## config.mk

```make
export PLATFORM = sky130hd
export DESIGN_NAME = flash_cmd_ctrl
export DESIGN_NICKNAME = d
export VERILOG_FILES = /design/src/rtl/flash_cmd_pkg.sv /design/src/rtl/flash_busy_timer.sv /design/src/rtl/flash_cell_array.sv /design/src/rtl/flash_cmd_ctrl.sv
export SDC_FILE = /design/constraint.sdc
export NUM_CORES = 2
export LEC_CHECK = 0
export BUFFER_PORTS_ARGS = -buffer_cell sky130_fd_sc_hd__clkbuf_2
export CAP_MARGIN = 30
export CORE_MARGIN = 3
export CORE_UTILIZATION = 35
export DETAILED_ROUTE_END_ITERATION = 16
export GPL_TIMING_DRIVEN = 1
export SLEW_MARGIN = 20
export SYNTH_ARGS = -nofsm -noshare
export SYNTH_HDL_FRONTEND = slang
export SYNTH_SLANG_ARGS = --single-unit
```

## constraint.sdc

```tcl
create_clock -name clk -period 6.16 [get_ports clk]
set_input_delay 0.924 -clock clk [delete_from_list [all_inputs] [get_ports clk]]
set_output_delay 0.924 -clock clk [all_outputs]
set_load 0.02 [all_outputs]
```

## src/rtl/flash_cmd_pkg.sv

```systemverilog
package flash_cmd_pkg;

    typedef enum logic [1:0] {
        MODE_ARRAY,
        MODE_IDENT,
        MODE_STATUS
    } rd_mode_e;

    typedef enum logic [2:0] {
        PH_IDLE,
        PH_WAIT_CONFIRM,
        PH_WAIT_DATA,
        PH_ERASING,
        PH_PROGRAMMING
    } phase_e;

    localparam logic [7:0] OP_READ_ARRAY = 8'hFF;
    localparam logic [7:0] OP_IDENT      = 8'h90;
    localparam logic [7:0] OP_CLEAR_ERR  = 8'h50;
    localparam logic [7:0] OP_STATUS     = 8'h70;
    localparam logic [7:0] OP_ERASE      = 8'h20;
    localparam logic [7:0] OP_CONFIRM    = 8'hD0;
    localparam logic [7:0] OP_PROGRAM    = 8'h40;

    localparam int SB_READY     = 7;
    localparam int SB_ERASE_ERR = 5;
    localparam int SB_PROG_ERR  = 4;

endpackage

```

## src/rtl/flash_busy_timer.sv

```systemverilog
module flash_busy_timer #(
    parameter int CNT_W = 6
) (
    input  logic             clk,
    input  logic             rst_n,
    input  logic             start,
    input  logic [CNT_W-1:0] load_val,
    output logic             done
);
    typedef struct packed {
        logic             run;
        logic [CNT_W-1:0] cnt;
    } tmr_t;

    tmr_t tmr_d, tmr_q;

    always_comb begin
        tmr_d = tmr_q;
        if (start) begin
            tmr_d.run = 1'b1;
            tmr_d.cnt = load_val;
        end else if (tmr_q.run) begin
            if (tmr_q.cnt == '0) begin
                tmr_d.run = 1'b0;
            end else begin
                tmr_d.cnt = tmr_q.cnt - 1'b1;
            end
        end
    end

    always_ff @(posedge clk or negedge rst_n) begin
        if (!rst_n) begin
            tmr_q <= '0;
        end else begin
            tmr_q <= tmr_d;
        end
    end

    assign done = tmr_q.run && (tmr_q.cnt == '0);

    AST_DONE_SINGLE: assert property (@(posedge clk) disable iff (!rst_n)
        (done && !start) |=> !done);

endmodule

```

## src/rtl/flash_cell_array.sv

```systemverilog
module flash_cell_array #(
    parameter int ADDR_W = 8,
    parameter int BLK_W  = 6
) (
    input  logic                    clk,
    input  logic                    rst_n,
    input  logic                    erase_go,
    input  logic [ADDR_W-BLK_W-1:0] erase_blk,
    input  logic                    prog_go,
    input  logic [ADDR_W-1:0]       prog_addr,
    input  logic [7:0]              prog_data,
    input  logic [ADDR_W-1:0]       rd_addr,
    output logic [7:0]              rd_data
);
    localparam int DEPTH = 1 << ADDR_W;

    logic [7:0] mem_d [DEPTH];
    logic [7:0] mem_q [DEPTH];

    always_comb begin
        for (int i = 0; i < DEPTH; i++) begin
            logic [ADDR_W-1:0] ia;
            ia = ADDR_W'(i);
            mem_d[i] = mem_q[i];
            if (erase_go && (ia[ADDR_W-1:BLK_W] == erase_blk)) begin
                mem_d[i] = 8'hFF;
            end else if (prog_go && (ia == prog_addr)) begin
                mem_d[i] = mem_q[i] & prog_data;
            end
        end
    end

    always_ff @(posedge clk or negedge rst_n) begin
        if (!rst_n) begin
            for (int i = 0; i < DEPTH; i++) begin
                mem_q[i] <= 8'hFF;
            end
        end else begin
            for (int i = 0; i < DEPTH; i++) begin
                mem_q[i] <= mem_d[i];
            end
        end
    end

    assign rd_data = mem_q[rd_addr];

    AST_ERASE_FILLS: assert property (@(posedge clk) disable iff (!rst_n)
        erase_go |=> (mem_q[{$past(erase_blk), BLK_W'(0)}] == 8'hFF));

    AST_PROG_CLEARS_ONLY: assert property (@(posedge clk) disable iff (!rst_n)
        (prog_go && !erase_go) |=> ((mem_q[$past(prog_addr)] & ~$past(prog_data)) == 8'h00));

endmodule

```

## src/rtl/flash_cmd_ctrl.sv

```systemverilog
module flash_cmd_ctrl
    import flash_cmd_pkg::*;
#(
    parameter int         ADDR_W       = 8,
    parameter int         BLK_W        = 6,
    parameter int         ERASE_CYCLES = 40,
    parameter int         PROG_CYCLES  = 6,
    parameter logic [7:0] MFR_CODE     = 8'h89,
    parameter logic [7:0] DEV_CODE     = 8'hA6,
    parameter int         DEV_CODE_OFS = 1
) (
    input  logic              clk,
    input  logic              rst_n,
    input  logic              wr_en,
    input  logic [ADDR_W-1:0] addr,
    input  logic [7:0]        wdata,
    input  logic              inj_prog_fail,
    input  logic              inj_erase_fail,
    output logic [7:0]        rdata,
    output logic              ready
);
    localparam int BLKIDX_W = ADDR_W - BLK_W;
    localparam int MAX_CYC  = (ERASE_CYCLES > PROG_CYCLES) ? ERASE_CYCLES : PROG_CYCLES;
    localparam int CNT_W    = (MAX_CYC < 2) ? 1 : $clog2(MAX_CYC);
    localparam logic [CNT_W-1:0] ERASE_LOAD = CNT_W'(ERASE_CYCLES - 1);
    localparam logic [CNT_W-1:0] PROG_LOAD  = CNT_W'(PROG_CYCLES - 1);
    localparam logic [ADDR_W-1:0] DEV_ADDR  = ADDR_W'(DEV_CODE_OFS);

    typedef struct packed {
        phase_e              phase;
        rd_mode_e            mode;
        logic                erase_err;
        logic                prog_err;
        logic [BLKIDX_W-1:0] op_blk;
        logic [ADDR_W-1:0]   op_addr;
        logic [7:0]          op_data;
    } ctl_t;

    ctl_t ctl_d, ctl_q;

    logic             tmr_start;
    logic [CNT_W-1:0] tmr_load;
    logic             tmr_done;
    logic             erase_go;
    logic             prog_go;
    logic [7:0]       arr_rd;
    logic [7:0]       status_byte;
    logic [7:0]       ident_byte;
    logic             busy;

    always_comb begin
        ctl_d     = ctl_q;
        tmr_start = 1'b0;
        tmr_load  = '0;
        erase_go  = 1'b0;
        prog_go   = 1'b0;
        unique case (ctl_q.phase)
            PH_IDLE: begin
                if (wr_en) begin
                    case (wdata)
                        OP_READ_ARRAY: ctl_d.mode = MODE_ARRAY;
                        OP_IDENT:      ctl_d.mode = MODE_IDENT;
                        OP_STATUS:     ctl_d.mode = MODE_STATUS;
                        OP_CLEAR_ERR: begin
                            ctl_d.erase_err = 1'b0;
                            ctl_d.prog_err  = 1'b0;
                        end
                        OP_ERASE: begin
                            ctl_d.phase = PH_WAIT_CONFIRM;
                            ctl_d.mode  = MODE_STATUS;
                        end
                        OP_PROGRAM: begin
                            ctl_d.phase = PH_WAIT_DATA;
                            ctl_d.mode  = MODE_STATUS;
                        end
                        default: ;
                    endcase
                end
            end
            PH_WAIT_CONFIRM: begin
                if (wr_en) begin
                    if (wdata == OP_CONFIRM) begin
                        ctl_d.phase  = PH_ERASING;
                        ctl_d.op_blk = addr[ADDR_W-1:BLK_W];
                        tmr_start    = 1'b1;
                        tmr_load     = ERASE_LOAD;
                    end else begin
                        ctl_d.phase     = PH_IDLE;
                        ctl_d.erase_err = 1'b1;
                        ctl_d.prog_err  = 1'b1;
                    end
                end
            end
            PH_WAIT_DATA: begin
                if (wr_en) begin
                    ctl_d.phase   = PH_PROGRAMMING;
                    ctl_d.op_addr = addr;
                    ctl_d.op_data = wdata;
                    tmr_start     = 1'b1;
                    tmr_load      = PROG_LOAD;
                end
            end
            PH_ERASING: begin
                if (tmr_done) begin
                    ctl_d.phase = PH_IDLE;
                    if (inj_erase_fail) begin
                        ctl_d.erase_err = 1'b1;
                    end else begin
                        erase_go = 1'b1;
                    end
                end
            end
            PH_PROGRAMMING: begin
                if (tmr_done) begin
                    ctl_d.phase = PH_IDLE;
                    if (inj_prog_fail) begin
                        ctl_d.prog_err = 1'b1;
                    end else begin
                        prog_go = 1'b1;
                    end
                end
            end
            default: ctl_d.phase = PH_IDLE;
        endcase
    end

    always_ff @(posedge clk or negedge rst_n) begin
        if (!rst_n) begin
            ctl_q       <= '0;
            ctl_q.phase <= PH_IDLE;
            ctl_q.mode  <= MODE_ARRAY;
        end else begin
            ctl_q <= ctl_d;
        end
    end

    flash_busy_timer #(
        .CNT_W (CNT_W)
    ) timer_i (
        .clk      (clk),
        .rst_n    (rst_n),
        .start    (tmr_start),
        .load_val (tmr_load),
        .done     (tmr_done)
    );

    flash_cell_array #(
        .ADDR_W (ADDR_W),
        .BLK_W  (BLK_W)
    ) array_i (
        .clk       (clk),
        .rst_n     (rst_n),
        .erase_go  (erase_go),
        .erase_blk (ctl_q.op_blk),
        .prog_go   (prog_go),
        .prog_addr (ctl_q.op_addr),
        .prog_data (ctl_q.op_data),
        .rd_addr   (addr),
        .rd_data   (arr_rd)
    );

    always_comb begin
        busy        = (ctl_q.phase == PH_ERASING) || (ctl_q.phase == PH_PROGRAMMING);
        status_byte = 8'h00;
        status_byte[SB_READY]     = !busy;
        status_byte[SB_ERASE_ERR] = ctl_q.erase_err;
        status_byte[SB_PROG_ERR]  = ctl_q.prog_err;
        if (addr == '0) begin
            ident_byte = MFR_CODE;
        end else if (addr == DEV_ADDR) begin
            ident_byte = DEV_CODE;
        end else begin
            ident_byte = 8'h00;
        end
        if (busy || (ctl_q.mode == MODE_STATUS)) begin
            rdata = status_byte;
        end else if (ctl_q.mode == MODE_IDENT) begin
            rdata = ident_byte;
        end else begin
            rdata = arr_rd;
        end
    end

    assign ready = !busy;

    AST_READY_AFTER_TIMER: assert property (@(posedge clk) disable iff (!rst_n)
        $rose(ready) |-> $past(tmr_done));

    AST_BUSY_READS_STATUS: assert property (@(posedge clk) disable iff (!rst_n)
        !ready |-> (rdata[7] == 1'b0));

    AST_BAD_CONFIRM: assert property (@(posedge clk) disable iff (!rst_n)
        ((ctl_q.phase == PH_WAIT_CONFIRM) && wr_en && (wdata != OP_CONFIRM))
        |=> (ready && ctl_q.erase_err && ctl_q.prog_err));

    AST_ERR_STICKY: assert property (@(posedge clk) disable iff (!rst_n)
        (ctl_q.prog_err && !(wr_en && (ctl_q.phase == PH_IDLE) && (wdata == OP_CLEAR_ERR)))
        |=> ctl_q.prog_err);

    AST_DATA_STARTS_BUSY: assert property (@(posedge clk) disable iff (!rst_n)
        ((ctl_q.phase == PH_WAIT_DATA) && wr_en) |=> !ready);

endmodule

```

==> impl_metrics.py <==
metrics = {
    "worst_setup_path": {
        "end_kind": "output pin",
        "crit_type": "primary input to output pin",
        "crit-reg2reg-launch": "timer_i.tmr_q[3]$_DFFE_PN0P_",
        "max_stage_delay_ns": 0.60,
        "timing.rr.end": "array_i.mem_q[1536]$_DFFE_PN1P_",
        "r2r_setup_slack_ns": 1.80,
        "cp_cell_sequence": "buf_8 > buf_12 > buf_4 > mux4_2 > mux4_2 > a22oi_1 > a21oi_1 > o21ai_0 > buf_4 > o21ai_0 > clkbuf_2",
        "worstPathMaxFanout": 39,
        "critical_path_arrival_ns": 5.08,
        "endpoint": "rdata[6]",
        "worstSetupStartpoint": "addr[0]",
        "ff2ff_path_depth": 8,
        "required_ns": 5.24,
        "critPathSlowestCell": "o21ai_0",
        "cp-start-kind": "primary input",
    },
    "sta": {
        "finalHoldViolations": 0,
        "fin_ws_ns": 0.160,
        "clock_skew_ns": 0.0543,
        "slew_headroom": 0.175,
        "period_needed_ns": 6.00,
        "min_period_over_period": 0.974,
        "fin_tns_setup_ns": 0,
        "setup_viol": 0,
        "rsz0062_at_grt": "no",
        "drv_slew": 0,
        "max_freq_ghz": 0.167,
        "worst_pin_slew_ns": 1.24,
    },
    "power": {
        "power_density_nw_per_um2": 273,
        "irDropWorstVdd_v": 0.000253,
        "p_seq_frac": 0.486,
        "p_leak_nw": 48.7,
        "p_int_mw": 21.8,
        "sw_frac_of_total": 0.236,
        "p_sw_mw": 6.72,
        "clock_power_share": 0.466,
        "combPwrFrac": 0.049,
    },
    "worst_hold_path": {
        "hold_class": "primary input to async pin",
    },
    "grt": {
        "grt_max_degree": 239,
        "antenna_found_initial": 22,
        "grt-ovfl-total": 0,
        "grt_pass1_vias": 67254,
        "grt.total_usage": 0.212,
        "grt_pass1_wl_mm": 442,
    },
    "placement": {
        "gp_congestion": 0.816,
        "dp_hpwl_mm": 158,
        "place_ws_ns": 0.166,
        "io_buffers": 29,
    },
    "detailed_routing": {
        "wirelength_mm": 292,
        "wire_per_inst_microns": 25.1,
        "first_pass_iters": 8,
        "viasPerCell": 5.77,
        "drcViolationCount": 0,
        "vias": 67024,
        "drt_first_iter_violations": 7464,
        "ant_nets": 0,
    },
    "cells_and_area": {
        "nets": 7934,
        "drive_gt1_frac": 0.403,
        "area_delta_synth_final_pct": 11.8,
    },
    "synth": {
        "synth_compound_area_frac": 0.124,
        "synth.avg_cell_area_sq_um": 11.3,
        "syn_nets": 8285,
        "ys_warn_count": 0,
        "netlist_area_sq_um": 93300,
        "synthFlopType": "dfstp_2",
        "ys_seq_area_frac": 0.585,
        "syn-instance-count": 8262,
        "synth_mux_area_frac": 0.150,
        "synth_top_family_by_area": "multiplexers",
        "yosys.area_share.simple": 0.105,
        "ys_ff_latch": 2080,
        "synth_edf_count": 0,
        "synthAdderAreaFrac": 0.000268,
        "async_flop_share": 1.00,
        "ys_types": 66,
        "synth_xor_area_frac": 0.000563,
    },
    "clock_network": {
        "cts_setup_buffers": 0,
        "cts-resized-gates": 0,
        "numCtsBuffers": 207,
        "h-tree-depth": 4,
        "hold_buffers": 0,
        "tritoncts": "built",
        "clk_path_buf_depth": 3,
        "cts_sinks": 2080,
        "clkTransAtPathRegs_ns": 0.06,
        "clockRootBuffer": "clkbuf_16",
        "clk_latency_ns": 0.88,
    },
    "die": {
        "start_util": 0.354,
        "fp.dieH_microns": 522,
        "io_pins": 30,
        "core_area_sq_um": 264000,
        "rows": 188,
        "dieWidth_microns": 522,
        "die_area_sq_um": 273000,
    },
    "status": {
        "status": "completed",
    },
    "job": {
        "drv_cap": 0,
    },
}
cell type report:
type	count	area, sq um
Inverter	17	72.6
Tap cell	3515	4400
Multi-Input combinational cell	5377	35600
Sequential cell	2080	54600
Clock inverter	80	1100
Clock buffer	302	6030
Fill cell	24712	159000
Antenna cell	19	47.5
Timing Repair Buffer	228	2460
synthesized netlist by cell type (all sizes together), types with 5 or more instances:
master / count / area share
a21oi: 31 / 0.0017
a221oi: 11 / 0.0010
a22oi: 19 / 0.0015
a31oi: 12 / 0.00080
a32oi: 6 / 0.00056
and2: 6 / 0.00040
and3: 5 / 0.00034
buf: 143 / 0.0090
clkbuf: 645 / 0.026
dfrtp: 32 / 0.0086
dfstp: 2048 / 0.58
inv: 15 / 0.00060
mux2: 27 / 0.0033
mux2i: 81 / 0.0087
mux4: 570 / 0.14
nand2: 2165 / 0.087
nand2b: 68 / 0.0046
nand3: 30 / 0.0016
nand4: 5 / 0.00034
nor2: 30 / 0.0012
nor2b: 13 / 0.00087
nor3: 32 / 0.0017
nor4: 11 / 0.00074
o211ai: 9 / 0.00072
o21ai: 2084 / 0.11
o22ai: 29 / 0.0019
o31ai: 5 / 0.00040
or2: 10 / 0.00067
or3: 65 / 0.0044
per-layer routing:
layer / vias to the layer above / routed length (microns) / share of wire / track usage
li1: 28091 / - / - / -
met1: 35209 / 118000 / 0.40 / 0.284
met2: 3105 / 138000 / 0.47 / 0.339
met3: 613 / 23700 / 0.081 / 0.0386
met4: 6 / 12300 / 0.042 / 0.0846
met5: - / 47 / 0.00016 / 0
registers in the layout, indices dropped and copies added, names as in the netlist:
name	cells
timer_i.tmr_q	7
array_i.mem_q	2048
ctl_q	25
stage by stage:
step / std cells / utilization / power [mW] / hold WS (ns) / cell area (sq um)
6_report: 11618 / 0.396 / 28.5 / 0.371 / 104000
5_1_grt: 11605 / 0.395 / 29.3 / 0.389 / 104000
4_1_cts: 11594 / 0.395 / 28.7 / 0.365 / 104000
3_5_place_dp: 11212 / 0.368 / 15.4 / 0.467 / 97000
3_3_place_gp: 11206 / 0.367 / 15.4 / 0.461 / 96900
2_1_floorplan: 8262 / - / 14.7 / 0.452 / 93300
worst min-delay path by stage:
stage	cells after the start	from	to	slack, ns
6_report	1	rst_n	array_i.mem_q[1557]$_DFFE_PN1P_	0.37
5_1_grt	2	wdata[3]	ctl_q[3]$_DFFE_PN0P_	0.39
4_1_cts	1	rst_n	array_i.mem_q[1161]$_DFFE_PN1P_	0.37
3_5_place_dp	2	array_i.mem_q[1785]$_DFFE_PN1P_	array_i.mem_q[1785]$_DFFE_PN1P_	0.47
3_3_place_gp	2	array_i.mem_q[1855]$_DFFE_PN1P_	array_i.mem_q[1855]$_DFFE_PN1P_	0.46
2_1_floorplan	2	array_i.mem_q[1030]$_DFFE_PN1P_	array_i.mem_q[1030]$_DFFE_PN1P_	0.45
critical path: cells and delay by family:
family,cells,cell delay [ns]
AOI/OAI and AO/OA,4,1.25
buffers and inverters,5,1.73
muxes,2,1.03
placed cells by master, fill, tap and decap left out, drive strengths merged, types with 10 or more instances in the layout:
| master | synthesis | final |
|---|---|---|
| nand3 | 30 | 30 |
| diode | 0 | 19 |
| a31oi | 12 | 12 |
| clkbuf | 645 | 327 |
| nand2b | 68 | 68 |
| a221oi | 11 | 11 |
| o22ai | 29 | 29 |
| dfrtp | 32 | 32 |
| or3 | 65 | 65 |
| nor2 | 30 | 30 |
| or2 | 10 | 10 |
| nand2 | 2165 | 2165 |
| bufinv | 0 | 20 |
| a22oi | 19 | 19 |
| nor4 | 11 | 11 |
| dfstp | 2048 | 2048 |
| mux4 | 570 | 570 |
| buf | 143 | 203 |
| nor3 | 32 | 32 |
| inv | 15 | 23 |
| mux2i | 81 | 81 |
| mux2 | 27 | 27 |
| o21ai | 2084 | 2084 |
| clkinv | 2 | 45 |
| a21oi | 31 | 31 |
| nor2b | 13 | 13 |
power groups by stage:
stage | registers [mW] | logic, mW | clock network (mW)
after floorplan | 14.0 | 0.655 | 0
after global placement | 14.0 | 1.37 | 0
after detailed placement | 14.0 | 1.39 | 0
after CTS | 13.8 | 1.39 | 13.5
after global routing | 13.8 | 1.48 | 14.0
final | 13.8 | 1.39 | 13.3
logic make-up after synthesis:
kind of cell	after synthesis
simple gates	2451
mux	678
fa+ha+maj	2
compound gates	2240
buf+inv	805
flops	2080
xor+xnor	6
No activity file was read; power rests on OpenSTA's default activity.
